--- config.mk ---
export PLATFORM = sky130hd
export DESIGN_NAME = flash_clk_divider
export DESIGN_NICKNAME = d
export VERILOG_FILES = /design/src/rtl/fcd_pkg.sv /design/src/rtl/fcd_rst_sync.sv /design/src/rtl/fcd_ctrl_reg.sv /design/src/rtl/fcd_ratio_lut.sv /design/src/rtl/fcd_toggle_gen.sv /design/src/rtl/flash_clk_divider.sv
export SDC_FILE = /design/constraint.sdc
export NUM_CORES = 1
export LEC_CHECK = 0
export BUFFER_PORTS_ARGS = -buffer_cell sky130_fd_sc_hd__buf_2
export CAP_MARGIN = 10
export CELL_PAD_IN_SITES_DETAIL_PLACEMENT = 1
export CELL_PAD_IN_SITES_GLOBAL_PLACEMENT = 1
export CORE_AREA = 2 2 64 66
export CTS_CLUSTER_DIAMETER = 40
export DETAILED_ROUTE_END_ITERATION = 16
export DIE_AREA = 0 0 66 68
export PLACE_DENSITY = 0.62
export SETUP_SLACK_MARGIN = 0.02
export SYNTH_ARGS = -nofsm -noshare
export SYNTH_HDL_FRONTEND = slang
export SYNTH_SLANG_ARGS = --single-unit
--- constraint.sdc ---
create_clock -name clk -period 1.5 [get_ports clk]
set_input_delay 0.075 -clock clk [delete_from_list [all_inputs] [get_ports clk]]
set_output_delay 0.075 -clock clk [all_outputs]
set_load 0.01 [all_outputs]
--- src/rtl/fcd_pkg.sv ---
package fcd_pkg;
  localparam int REG_W     = 8;
  localparam int CODE_W    = 4;
  localparam int NUM_CODES = 14;
  localparam int MAX_RATIO = 128;
  localparam int RST_CODE  = 9;
  localparam int RUN_BIT   = 0;
  localparam int CODE_LSB  = 1;
  localparam int IRQ_BIT   = 6;

  // Divide ratio for each code; the reserved codes map to the slowest ratio.
  function automatic logic [7:0] ratio_of(input logic [CODE_W-1:0] c);
    logic [7:0] r;
    case (c)
      4'd0:    r = 8'd4;
      4'd1:    r = 8'd6;
      4'd2:    r = 8'd8;
      4'd3:    r = 8'd10;
      4'd4:    r = 8'd12;
      4'd5:    r = 8'd16;
      4'd6:    r = 8'd18;
      4'd7:    r = 8'd20;
      4'd8:    r = 8'd24;
      4'd9:    r = 8'd32;
      4'd10:   r = 8'd40;
      4'd11:   r = 8'd50;
      4'd12:   r = 8'd64;
      default: r = 8'd128;
    endcase
    return r;
  endfunction
endpackage

--- src/rtl/fcd_rst_sync.sv ---
module fcd_rst_sync #(
  parameter int STAGES = 2
) (
  input  logic clk,
  input  logic rst_n,
  output logic rst_n_o
);
  logic [STAGES-1:0] sync_q;

  always_ff @(posedge clk or negedge rst_n) begin
    if (!rst_n) sync_q <= '0;
    else        sync_q <= {sync_q[STAGES-2:0], 1'b1};
  end

  assign rst_n_o = sync_q[STAGES-1];
endmodule

--- src/rtl/fcd_ctrl_reg.sv ---
module fcd_ctrl_reg
  import fcd_pkg::*;
(
  input  logic              clk,
  input  logic              rst_n,
  input  logic              wr_en,
  input  logic [REG_W-1:0]  wr_data,
  output logic              run_o,
  output logic [CODE_W-1:0] code_o,
  output logic              irq_o,
  output logic [REG_W-1:0]  rd_data_o
);
  localparam logic [CODE_W-1:0] LAST_CODE = CODE_W'(NUM_CODES - 1);
  localparam logic [CODE_W-1:0] INIT_CODE = CODE_W'(RST_CODE);

  logic              run_q, run_d;
  logic              irq_q, irq_d;
  logic [CODE_W-1:0] code_q, code_d;
  logic [CODE_W-1:0] wr_code;

  assign wr_code = wr_data[CODE_LSB +: CODE_W];

  always_comb begin
    run_d  = run_q;
    irq_d  = irq_q;
    code_d = code_q;
    if (wr_en) begin
      run_d = wr_data[RUN_BIT];
      irq_d = wr_data[IRQ_BIT];
      if (wr_code <= LAST_CODE) code_d = wr_code;
    end
  end

  always_ff @(posedge clk or negedge rst_n) begin
    if (!rst_n) begin
      run_q  <= 1'b0;
      irq_q  <= 1'b0;
      code_q <= INIT_CODE;
    end else begin
      run_q  <= run_d;
      irq_q  <= irq_d;
      code_q <= code_d;
    end
  end

  always_comb begin
    rd_data_o                      = '0;
    rd_data_o[RUN_BIT]             = run_q;
    rd_data_o[CODE_LSB +: CODE_W]  = code_q;
    rd_data_o[IRQ_BIT]             = irq_q;
  end

  assign run_o  = run_q;
  assign code_o = code_q;
  assign irq_o  = irq_q;

  // reserved codes leave the stored code alone
  a_r7_reserved_ignored: assert property (@(posedge clk) disable iff (!rst_n)
    wr_en && (wr_code > LAST_CODE) |=> $stable(code_q));
  // only table codes are ever held
  a_r3_code_legal: assert property (@(posedge clk) disable iff (!rst_n)
    code_q <= LAST_CODE);
endmodule

--- src/rtl/fcd_ratio_lut.sv ---
module fcd_ratio_lut
  import fcd_pkg::*;
#(
  parameter int HALF_W = $clog2(MAX_RATIO / 2)
) (
  input  logic [CODE_W-1:0] code_i,
  output logic [HALF_W-1:0] half_m1_o
);
  logic [7:0] ratio;

  always_comb begin
    ratio     = ratio_of(code_i);
    half_m1_o = HALF_W'((ratio >> 1) - 8'd1);
  end
endmodule

--- src/rtl/fcd_toggle_gen.sv ---
module fcd_toggle_gen #(
  parameter int HALF_W = 6
) (
  input  logic              clk,
  input  logic              rst_n,
  input  logic              run_i,
  input  logic [HALF_W-1:0] half_m1_i,
  output logic              clk_o
);
  logic              act_q, act_d;
  logic              out_q, out_d;
  logic [HALF_W-1:0] cnt_q, cnt_d;
  logic [HALF_W-1:0] hm1_q, hm1_d;
  logic              wrap;

  assign wrap = (cnt_q == hm1_q);

  always_comb begin
    act_d = act_q;
    out_d = out_q;
    cnt_d = cnt_q;
    hm1_d = hm1_q;
    if (!run_i) begin
      act_d = 1'b0;
      out_d = 1'b0;
      cnt_d = '0;
    end else if (!act_q) begin
      act_d = 1'b1;
      cnt_d = '0;
      hm1_d = half_m1_i;
    end else if (wrap) begin
      cnt_d = '0;
      out_d = ~out_q;
      if (out_q) hm1_d = half_m1_i;  // load only as the output falls
    end else begin
      cnt_d = cnt_q + 1'b1;
    end
  end

  always_ff @(posedge clk or negedge rst_n) begin
    if (!rst_n) begin
      act_q <= 1'b0;
      out_q <= 1'b0;
      cnt_q <= '0;
      hm1_q <= '0;
    end else begin
      act_q <= act_d;
      out_q <= out_d;
      cnt_q <= cnt_d;
      hm1_q <= hm1_d;
    end
  end

  assign clk_o = out_q;

  // output forced low once run is clear
  a_r4_gated_low: assert property (@(posedge clk) disable iff (!rst_n)
    !run_i |=> !out_q);
  // the running half-period never changes during a high phase
  a_r6_hold_while_high: assert property (@(posedge clk) disable iff (!rst_n)
    act_q && out_q |-> $stable(hm1_q));
  // the phase counter stays inside the loaded half-period
  a_r3_cnt_bound: assert property (@(posedge clk) disable iff (!rst_n)
    act_q |-> cnt_q <= hm1_q);
endmodule

--- src/rtl/flash_clk_divider.sv ---
module flash_clk_divider
  import fcd_pkg::*;
(
  input  logic             clk,
  input  logic             rst_n,
  input  logic             wr_en,
  input  logic [REG_W-1:0] wr_data,
  output logic [REG_W-1:0] rd_data,
  output logic             clk_out,
  output logic             irq_en
);
  localparam int HALF_W = $clog2(MAX_RATIO / 2);

  logic              srst_n;
  logic              run;
  logic [CODE_W-1:0] code;
  logic [HALF_W-1:0] half_m1;

  fcd_rst_sync #(.STAGES(2)) u_rst (
    .clk(clk), .rst_n(rst_n), .rst_n_o(srst_n)
  );

  fcd_ctrl_reg u_reg (
    .clk(clk), .rst_n(srst_n), .wr_en(wr_en), .wr_data(wr_data),
    .run_o(run), .code_o(code), .irq_o(irq_en), .rd_data_o(rd_data)
  );

  fcd_ratio_lut #(.HALF_W(HALF_W)) u_lut (
    .code_i(code), .half_m1_o(half_m1)
  );

  fcd_toggle_gen #(.HALF_W(HALF_W)) u_gen (
    .clk(clk), .rst_n(srst_n), .run_i(run), .half_m1_i(half_m1),
    .clk_o(clk_out)
  );
endmodule

==> impl_metrics.env, run 1 <==
export IMPL_area_growth_pct=56.7
export IMPL_max_freq_mhz=511
export IMPL_cap_violations=0
export IMPL_drc=0
export IMPL_syn_avg_cell_area_um2=10.1
export IMPL_yosysWarnings=0
export IMPL_critPathArrivalTime_ns=2.11
export IMPL_fin_nets=200
export IMPL_synth_simple_area_share=0.131
export IMPL_wl_um=3890
export IMPL_status="finished with violations"
export IMPL_core_um2=3860
export IMPL_end_kind="flop"
export IMPL_numPortBuffers=16
export IMPL_antenna_found_initial=0
export IMPL_yosysMostFrequentCell="dfrtp_1"
export IMPL_post_dp_hpwl_um=2580
export IMPL_drtPass1Iterations=3
export IMPL_synth_fa_ha_area_frac=0.0593
export IMPL_violations="setup timing"
export IMPL_wire_per_inst_um=16.7
export IMPL_cts_made_buffers=3
export IMPL_dieArea_um2=4490
export IMPL_grt_max_degree=14
export IMPL_p_per_area_nw_per_um2=1220
export IMPL_yosysSeqAreaShare=0.437
export IMPL_worst_slack_ns=-0.457
export IMPL_p_leak_nw=0.885
export IMPL_ir_worst_vdd_mv=0.562
export IMPL_yosysTopAreaCellShare=0.395
export IMPL_clk_path_buf_depth=2
export IMPL_clk_latency_ns=0.27
export IMPL_period_share=1.30
export IMPL_clock_skew_ns=0.0105
export IMPL_slew_violations=0
export IMPL_fin_crit_ns=1.96
export IMPL_cts_root_buf="clkbuf_8"
export IMPL_routed_via_density=4.86
export IMPL_dp_slack_ns=-0.423
export IMPL_io_pins=21
export IMPL_hp_class="input port to flop"
export IMPL_ys_types=40
export IMPL_synth_area_leaders="dfrtp_1, xnor2_1, ha_1"
export IMPL_synth_top_cell_by_area="dfrtp_1"
export IMPL_drive_gt1_frac=0.560
export IMPL_synthMuxAreaShare=0.0435
export IMPL_cts_sinks=22
export IMPL_num_fill_cells=427
export IMPL_ys_flop_type="dfrtp_1"
export IMPL_syn_area_um2=1270
export IMPL_overflow=0
export IMPL_gp_congestion=0.758
export IMPL_synth_compound_area_frac=0.176
export IMPL_postSynthCellCount=125
export IMPL_cts_htree_levels=1
export IMPL_rsz0062_at_grt="yes"
export IMPL_drtAntennaViolNets=0
export IMPL_grt_pass1_vias=1243
export IMPL_synth_top_family_by_area="compound AO/OA/AOI/OAI gates"
export IMPL_cp_start_kind="flop"
export IMPL_crit_path_max_fanout=4
export IMPL_clk_pin_slew_ns=0.09
export IMPL_grt_total_usage=0.188
export IMPL_die_x_um=66
export IMPL_fin_setup_tns_ns=-1.52
export IMPL_drtIter0Drc=32
export IMPL_cts_tree="yes"
export IMPL_rows=23
export IMPL_initial_utilization=0.328
export IMPL_die_h_um=68
export IMPL_async_reset_ff_frac=1.00
export IMPL_synth_edf_count=0
export IMPL_vias=1128
export IMPL_synth_common_cells="dfrtp_1, inv_1, xnor2_1"
export IMPL_synth_seq_cells=22
export IMPL_num_antenna_cells=0
export IMPL_critPathKind="flop to flop"
export IMPL_grt_pass1_wl_um=6400
export IMPL_hold_violations=0
export IMPL_hold_ws_ns=0.0407
export IMPL_required_ns=1.66
export IMPL_synth_xor_xnor_area_share=0.0761
export IMPL_setup_viol=11
cell type report:
cell class,instances,area [um^2],area share
Inverter,10,42.5,0.0214
Tap cell,50,62.6,0.0315
Clock buffer,3,41.3,0.0208
Clock inverter,1,30.0,0.0151
Timing Repair Buffer,59,435,0.219
Sequential cell,22,554,0.279
Multi-Input combinational cell,87,818,0.412
repair_timing:
action / in CTS / in global routing
endpoints found under the setup margin: 7 / 13
setup buffers: 6 / 3
pin swaps: 19 / 16
hold endpoints to repair: 2 / 0
hold buffers: 1 / 0
resized for setup: 22 / 22
flip-flops by register name, indices dropped and copies added (netlist names):
register,flops
u_reg.irq_o,1
u_gen.cnt_q,6
u_gen.clk_o,1
u_reg.code_o,4
u_reg.run_o,1
u_gen.act_q,1
u_gen.hm1_q,6
u_rst.sync_q,2
cells in the final DEF (no fill, tap or decap), types with 4 or more instances in the layout:
master / n
xnor2_2: 6
nor2_1: 4
nor2b_1: 4
buf_2: 16
o211ai_1: 6
nand2_1: 6
inv_1: 7
buf_4: 34
a21oi_1: 7
buf_6: 8
dfrtp_1: 19
through the flow:
| stage | cell area (um^2) | std cells | utilization | power (mW) |
|---|---|---|---|---|
| floorplan | 1300 | 126 | - | 1.19 |
| global placement | 1650 | 220 | 0.428 | 1.47 |
| detailed placement | 1650 | 220 | 0.428 | 1.52 |
| CTS | 1850 | 230 | 0.480 | 2.23 |
| global route | 1980 | 232 | 0.515 | 2.55 |
| finish | 1980 | 232 | 0.515 | 2.42 |
worst max-delay path: stages, from the launching register on:
cell,delay (ns)
dfstp_2,0.58
inv_4,0.05
ha_4,0.26
nand2_2,0.04
o211ai_1,0.14
ha_2,0.28
buf_6,0.11
a22oi_2,0.06
o41ai_2,0.32
cells by family after synthesis:
logic type                 count (synthesis)
adders and majority gates                  6
AOI/OAI and AO/OA                         31
and+or+nand+nor                           31
muxes                                      5
buffers and inverters                     17
xor gates and xnor gates                  11
DFF                                       22
other                                      2
path summary, 6_finish.rpt:
check                           startpoint              end  slack (ns)  cells after the start
setup / recovery           u_reg.code_o[0]   u_gen.hm1_q[4]       -0.46                      8
hold / removal                  wr_data[0]      u_reg.run_o        0.04                      2
setup reg to reg           u_reg.code_o[0]   u_gen.hm1_q[4]       -0.46                      8
hold reg to reg            u_rst.sync_q[1]      u_reg.run_o        0.17                      0
max in group asynchronous  u_rst.sync_q[1]   u_gen.hm1_q[2]        0.82                      1
min in group asynchronous            rst_n  u_rst.sync_q[0]        0.12                      2
power by group:
part           switching, mW  internal, mW  leakage, nW  total [mW]
combinational          0.474         0.590        0.579        1.06
clock                  0.204         0.357       0.0357       0.561
sequential             0.108         0.689        0.271       0.797
total                  0.787          1.64        0.885        2.42
layer usage:
metal	track usage	part of all wire	up-vias
li1	-	-	547
met1	0.239	0.43	567
met2	0.346	0.55	14
met3	0.0230	0.018	0
met4	0.0383	0	0
met5	0	0	-
(Power assumes the default switching activity.)
==> run 2, diff against run 1 <==
- BUFFER_PORTS_ARGS: -buffer_cell sky130_fd_sc_hd__buf_2 -> unset
- CORE_AREA: 2 2 64 66 -> 2 2 66 68
- DIE_AREA: 0 0 66 68 -> 0 0 68 70
- DONT_BUFFER_PORTS: unset -> 1
- PLACE_DENSITY: 0.62 -> 0.56
- SYNTH_HIERARCHICAL: unset -> 1
==> run 2 against run 1 <==
Against the previous run: final cell count decreased by 3.4%; combinational power decreased by 12%; sequential cell count unchanged; setup slack improved by 0.019 ns; via count decreased by 7.4%; worst hold slack got worse by 0.013 ns; sequential power decreased by 0.5%; critical path depth increased by 2; wire length decreased by 20%; die area increased by 6.1%; synthesized cell count increased by 1.6%; the run still ends with setup timing left; fmax increased by 1.0%.
==> impl_metrics.env, run 2 <==
export IMPL_synth_top_cell_by_area="dfrtp_1"
export IMPL_intPower_mw=1.62
export IMPL_cp_start_kind="flop"
export IMPL_crit_chain="inv_4, ha_4, mux2i_1, nor2_1, a21oi_2, ha_2, inv_2, o22a_2, nor4_2, mux2_4"
export IMPL_io_pins=21
export IMPL_numPortBuffers=0
export IMPL_grt_use_met3=0.0242
export IMPL_rsz0062_at_grt="yes"
export IMPL_met2_usage=0.252
export IMPL_p_leak_nw=0.859
export IMPL_area_growth_pct=40.2
export IMPL_cts_made_buffers=3
export IMPL_clock_skew_ns=0.00210
export IMPL_layout_cells_non_filler=224
export IMPL_violations="setup timing"
export IMPL_num_antenna_cells=0
export IMPL_fin_area_um2=1920
export IMPL_clk_latency_ns=0.27
export IMPL_use_met1=0.184
export IMPL_slew_violations=0
export IMPL_yosysTopAreaCellShare=0.365
export IMPL_period_share=1.29
export IMPL_fin_nets=190
export IMPL_gp_congestion=0.777
export IMPL_hold_ws_ns=0.0277
export IMPL_max_freq_mhz=516
export IMPL_min_path_cells=2
export IMPL_yosysSeqAreaShare=0.403
export IMPL_grt_max_degree=14
export IMPL_clk_path_buf_depth=2
export IMPL_drc=0
export IMPL_num_fill_cells=468
export IMPL_wire_per_inst_um=13.8
export IMPL_syn_avg_cell_area_um2=10.8
export IMPL_ir_worst_vdd_mv=0.465
export IMPL_antenna_found_initial=0
export IMPL_synth_seq_cells=22
export IMPL_yosysWarnings=6
export IMPL_dp_slack_ns=-0.490
export IMPL_cts_sinks=22
export IMPL_crit_family="flip-flops"
export IMPL_setup_viol=6
export IMPL_clk_pin_slew_ns=0.08
export IMPL_vias=1044
export IMPL_dp_cells=209
export IMPL_worst_slack_ns=-0.438
export IMPL_synth_area_leaders="dfrtp_1, mux2_4, xnor2_1"
export IMPL_r2r_end="u_gen/hm1_q[4]"
export IMPL_postSynthCellCount=127
export IMPL_ff2ff_path_depth=10
export IMPL_routed_via_density=4.66
export IMPL_cts_htree_levels=1
export IMPL_end_kind="flop"
export IMPL_critPathKind="flop to flop"
export IMPL_cts_tree="yes"
export IMPL_yosysMostFrequentCell="dfrtp_1"
export IMPL_fin_util=0.464
export IMPL_crit_path_max_incr_delay_ns=0.57
export IMPL_switching_share=0.290
export IMPL_crit_buf_inv=2
export IMPL_grt_total_usage=0.146
export IMPL_worstSetupStartpoint="u_reg/code_o[0]"
export IMPL_cap_violations=0
export IMPL_synth_edf_count=0
export IMPL_overflow=0
export IMPL_wl_um=3090
export IMPL_switchingPower_mw=0.662
export IMPL_fin_setup_tns_ns=-1.85
export IMPL_ff2ff_setup_slack_ns=-0.44
export IMPL_critPathArrivalTime_ns=2.15
export IMPL_worstHoldStart="wr_data[2]"
export IMPL_dieArea_um2=4760
export IMPL_core_um2=4140
export IMPL_drive_gt1_frac=0.488
export IMPL_cts_root_buf="clkbuf_8"
export IMPL_layout_common_cells="buf_4, dfrtp_1, xnor2_1"
export IMPL_drtIter0Drc=12
export IMPL_final_common_cell="buf_4"
export IMPL_hold_violations=0
export IMPL_ys_types=41
export IMPL_initial_utilization=0.331
export IMPL_required_ns=1.71
export IMPL_grt_busiest_layer="met2"
export IMPL_p_per_area_nw_per_um2=1190
export IMPL_holdPathEnd="u_reg/code_o[2]"
export IMPL_sequentialPowerShare=0.347
export IMPL_rows=24
export IMPL_syn_area_um2=1370
export IMPL_hp_class="input port to flop"
export IMPL_grt_pass1_wl_um=5320
export IMPL_rr_startpoint="u_reg/code_o[0]"
export IMPL_die_h_um=70
export IMPL_drtPass1Iterations=4
export IMPL_drtAntennaViolNets=0
export IMPL_ys_flop_type="dfrtp_1"
export IMPL_comb_power_share=0.408
export IMPL_status="finished with violations"
export IMPL_worst_path_max_delay_cell="dfstp_2"
export IMPL_post_dp_hpwl_um=2310
export IMPL_crit_path_max_fanout=3
export IMPL_async_reset_ff_frac=1.00
export IMPL_die_x_um=68
export IMPL_post_dp_cell_area_um2=1690
export IMPL_synth_common_cells="dfrtp_1, inv_1, nor2_1, xnor2_1, buf_4"
export IMPL_power_mw=2.28
export IMPL_grt_pass1_vias=1168
export IMPL_p_clk_frac=0.244
export IMPL_fin_crit_ns=1.94
## run 2: cell families (layout without fill, tap and decap cells)
kind of cell / count (synthesis) / count (layout) / share of synthesized area
other: 2 / 3 / 0.00548
xor gates and xnor gates: 12 / 12 / 0.0766
muxes: 9 / 9 / 0.0894
AOI/OAI and AO/OA: 21 / 21 / 0.147
and+or+nand+nor: 33 / 33 / 0.132
adders and majority gates: 6 / 6 / 0.0547
buffers and inverters: 22 / 66 / 0.0912
DFF: 22 / 22 / 0.403
## run 2: how the worst max path moves through the flow
stage	slack [ns]	cells past startpoint	endpoint
after floorplan	-0.43	10	u_gen/hm1_q[4]
after global placement	-0.43	10	u_gen/hm1_q[4]
after detailed placement	-0.49	10	u_gen/hm1_q[4]
after CTS	-0.46	10	u_gen/hm1_q[4]
after global routing	-0.52	10	u_gen/hm1_q[4]
final	-0.44	10	u_gen/hm1_q[4]
## run 2: cell type report
| type | count | area (um^2) | area share |
|---|---|---|---|
| well taps | 52 | 65.1 | 0.0338 |
| inverters | 11 | 43.8 | 0.0228 |
| multi-input cells | 84 | 786 | 0.409 |
| clock inverters | 1 | 30.0 | 0.0156 |
| repair buffers | 51 | 403 | 0.209 |
| flip-flops and latches | 22 | 554 | 0.288 |
| clock buffers | 3 | 41.3 | 0.0215 |
## run 2: layer usage
layer  up-vias  wire length, um
met4         0               28
met2        19             1690
li1        511                -
met1       511             1280
met5         -                0
met3         3               91
## run 2: power groups by stage
stage	clock network [mW]	logic [mW]	registers (mW)
finish	0.557	0.931	0.793
global route	0.593	1.02	0.805
CTS	0.578	0.901	0.796
detailed placement	0	0.836	0.806
global placement	0	0.815	0.805
floorplan	0	0.528	0.789
## run 2: timing repair
| item | 4_1_cts | 5_1_grt |
|---|---|---|
| gates resized for setup | 8 | 8 |
| endpoints found under the hold margin | 8 | 0 |
| setup buffers | 1 | 2 |
| hold buffers | 8 | 0 |
| pin swaps | 5 | 6 |
| endpoints found under the setup margin | 7 | 13 |
==> run 3, diff against run 2 <==
- clock period: 1.5 -> 2 ns (I/O delays scaled with it)
==> run 3 against run 2 <==
Against the previous run: the run now ends clean; highest routed layer unchanged; clock skew about the same; final area down 16%; sequential share of layout area up 5.5 points; wire length down 15%; power down 38%; fmax down 0.38%.
==> impl_metrics.env, run 3 (synthesis results as in run 2) <==
export IMPL_area_growth_pct=17.4
export IMPL_layout_cells_non_filler=193
export IMPL_ff2ff_setup_slack_ns=0.05
export IMPL_dp_slack_ns=0.00327
export IMPL_overflow=0
export IMPL_fin_crit_ns=1.95
export IMPL_critPathKind="flop to flop"
export IMPL_crit_path_max_fanout=3
export IMPL_clk_pin_slew_ns=0.08
export IMPL_routed_via_density=4.77
export IMPL_io_pins=21
export IMPL_ir_worst_vdd_mv=0.459
export IMPL_worstHoldStart="wr_en"
export IMPL_drtAntennaViolNets=0
export IMPL_cts_root_buf="clkbuf_8"
export IMPL_p_leak_nw=0.689
export IMPL_vias=921
export IMPL_period_share=0.973
export IMPL_max_freq_mhz=514
export IMPL_cts_tree="yes"
export IMPL_core_um2=4140
export IMPL_status="complete, no violations"
export IMPL_cp_start_kind="flop"
export IMPL_rows=24
export IMPL_clk_path_buf_depth=2
export IMPL_post_dp_hpwl_um=2020
export IMPL_end_kind="flop"
export IMPL_drive_gt1_frac=0.298
export IMPL_post_cts_setup_buffers=0
export IMPL_p_per_area_nw_per_um2=875
export IMPL_antenna_found_initial=0
export IMPL_die_h_um=70
export IMPL_worstSetupStartpoint="u_reg/code_o[0]"
export IMPL_numPortBuffers=0
export IMPL_required_ns=2.20
export IMPL_dp_cells=181
export IMPL_slew_violations=0
export IMPL_cts_htree_levels=1
export IMPL_hold_violations=0
export IMPL_final_common_cell="dfrtp_1"
export IMPL_dieArea_um2=4760
export IMPL_num_fill_cells=457
export IMPL_cts_sinks=22
export IMPL_rsz0062_at_grt="yes"
export IMPL_clk_latency_ns=0.26
export IMPL_num_antenna_cells=0
export IMPL_rr_startpoint="u_reg/code_o[0]"
export IMPL_cap_violations=0
export IMPL_critPathArrivalTime_ns=2.15
export IMPL_drtPass1Iterations=3
export IMPL_layout_common_cells="dfrtp_1, buf_4, xnor2_1"
export IMPL_grt_max_degree=21
export IMPL_grt_pass1_wl_um=4480
export IMPL_wl_um=2620
export IMPL_wire_per_inst_um=13.6
export IMPL_hp_class="input port to flop"
export IMPL_drc=0
export IMPL_gp_congestion=0.809
export IMPL_slew_limit_headroom=0.462
export IMPL_grt_pass1_vias=1017
export IMPL_grt_total_usage=0.120
export IMPL_worst_slack_ns=0.0547
export IMPL_initial_utilization=0.331
export IMPL_setup_viol=0
export IMPL_die_x_um=68
export IMPL_cts_made_buffers=3
export IMPL_drtIter0Drc=6
export IMPL_clock_skew_ns=0.00173
export IMPL_worstMarginPinSlew_ns=0.807
export IMPL_fin_nets=159
==> run 3: cell count changes in the layout (fill, tap and decap cells not counted), moves of 2 or more <==
cell	delta
nand2_1	+2
ha_4	-2
nor2_1	+4
nand2_2	-2
buf_4	-31
nor2_2	-3
==> run 3: timing repair <==
| item | 4_1_cts | 5_1_grt |
|---|---|---|
| setup endpoints to repair | 1 | 3 |
| hold endpoints to repair | 8 | 0 |
| resized for setup | 2 | 5 |
| pin swaps | 0 | 0 |
| hold buffers | 8 | 0 |
==> run 3: worst paths after layout <==
check                                  end  depth (start not counted)
min reg2reg                 u_gen/cnt_q[4]                          0
min in group asynchronous  u_rst/sync_q[1]                          1
max                         u_gen/hm1_q[4]                         10
max in group asynchronous   u_gen/hm1_q[2]                          0
max reg2reg                 u_gen/hm1_q[4]                         10
min                        u_reg/code_o[0]                          1
==> run 3: per-stage QoR <==
step	setup TNS, ns	total power [mW]	utilization	hold WS, ns	cell area, um^2
after floorplan	0	0.973	-	-0.196	1380
after global placement	0	1.06	0.350	-0.196	1450
after detailed placement	0	1.07	0.350	-0.196	1450
after CTS	0	1.42	0.384	0.00236	1590
after global routing	-0.0605	1.50	0.389	0.0296	1610
final	0	1.41	0.389	0.0130	1610
==> run 3: routing by layer <==
metal  up-vias  track usage  part of all wire  wire length (um)
li1        447            -                 -                 -
met1       458        0.141              0.44              1150
met2        14        0.215              0.52              1370
met3         2       0.0209             0.028                74
met4         0       0.0400            0.0092                24
met5         -            0                 0                 0
==> run 3: layout make-up <==
cell class,instances,area (um^2),share of cell area
Sequential cell,22,553,0.343
Tap cell,52,65.1,0.0404
Clock buffer,4,55.1,0.0342
Inverter,11,41.3,0.0256
Timing Repair Buffer,20,170,0.106
Multi-Input combinational cell,84,726,0.451
==> run 3: worst max-delay path: stages, from the launching register on <==
cell and delay, ns:
dfstp_2 0.54, inv_2 0.05, ha_2 0.19, mux2i_2 0.17, nor2_2 0.07, a21oi_2 0.12
ha_2 0.20, inv_2 0.05, o22a_2 0.20, nor4_2 0.12, mux2_4 0.17
==> run 3: power breakdown <==
group / internal (mW) / switching [mW] / total (mW)
combinational: 0.279 / 0.209 / 0.488
sequential: 0.525 / 0.0823 / 0.607
clock: 0.175 / 0.139 / 0.314
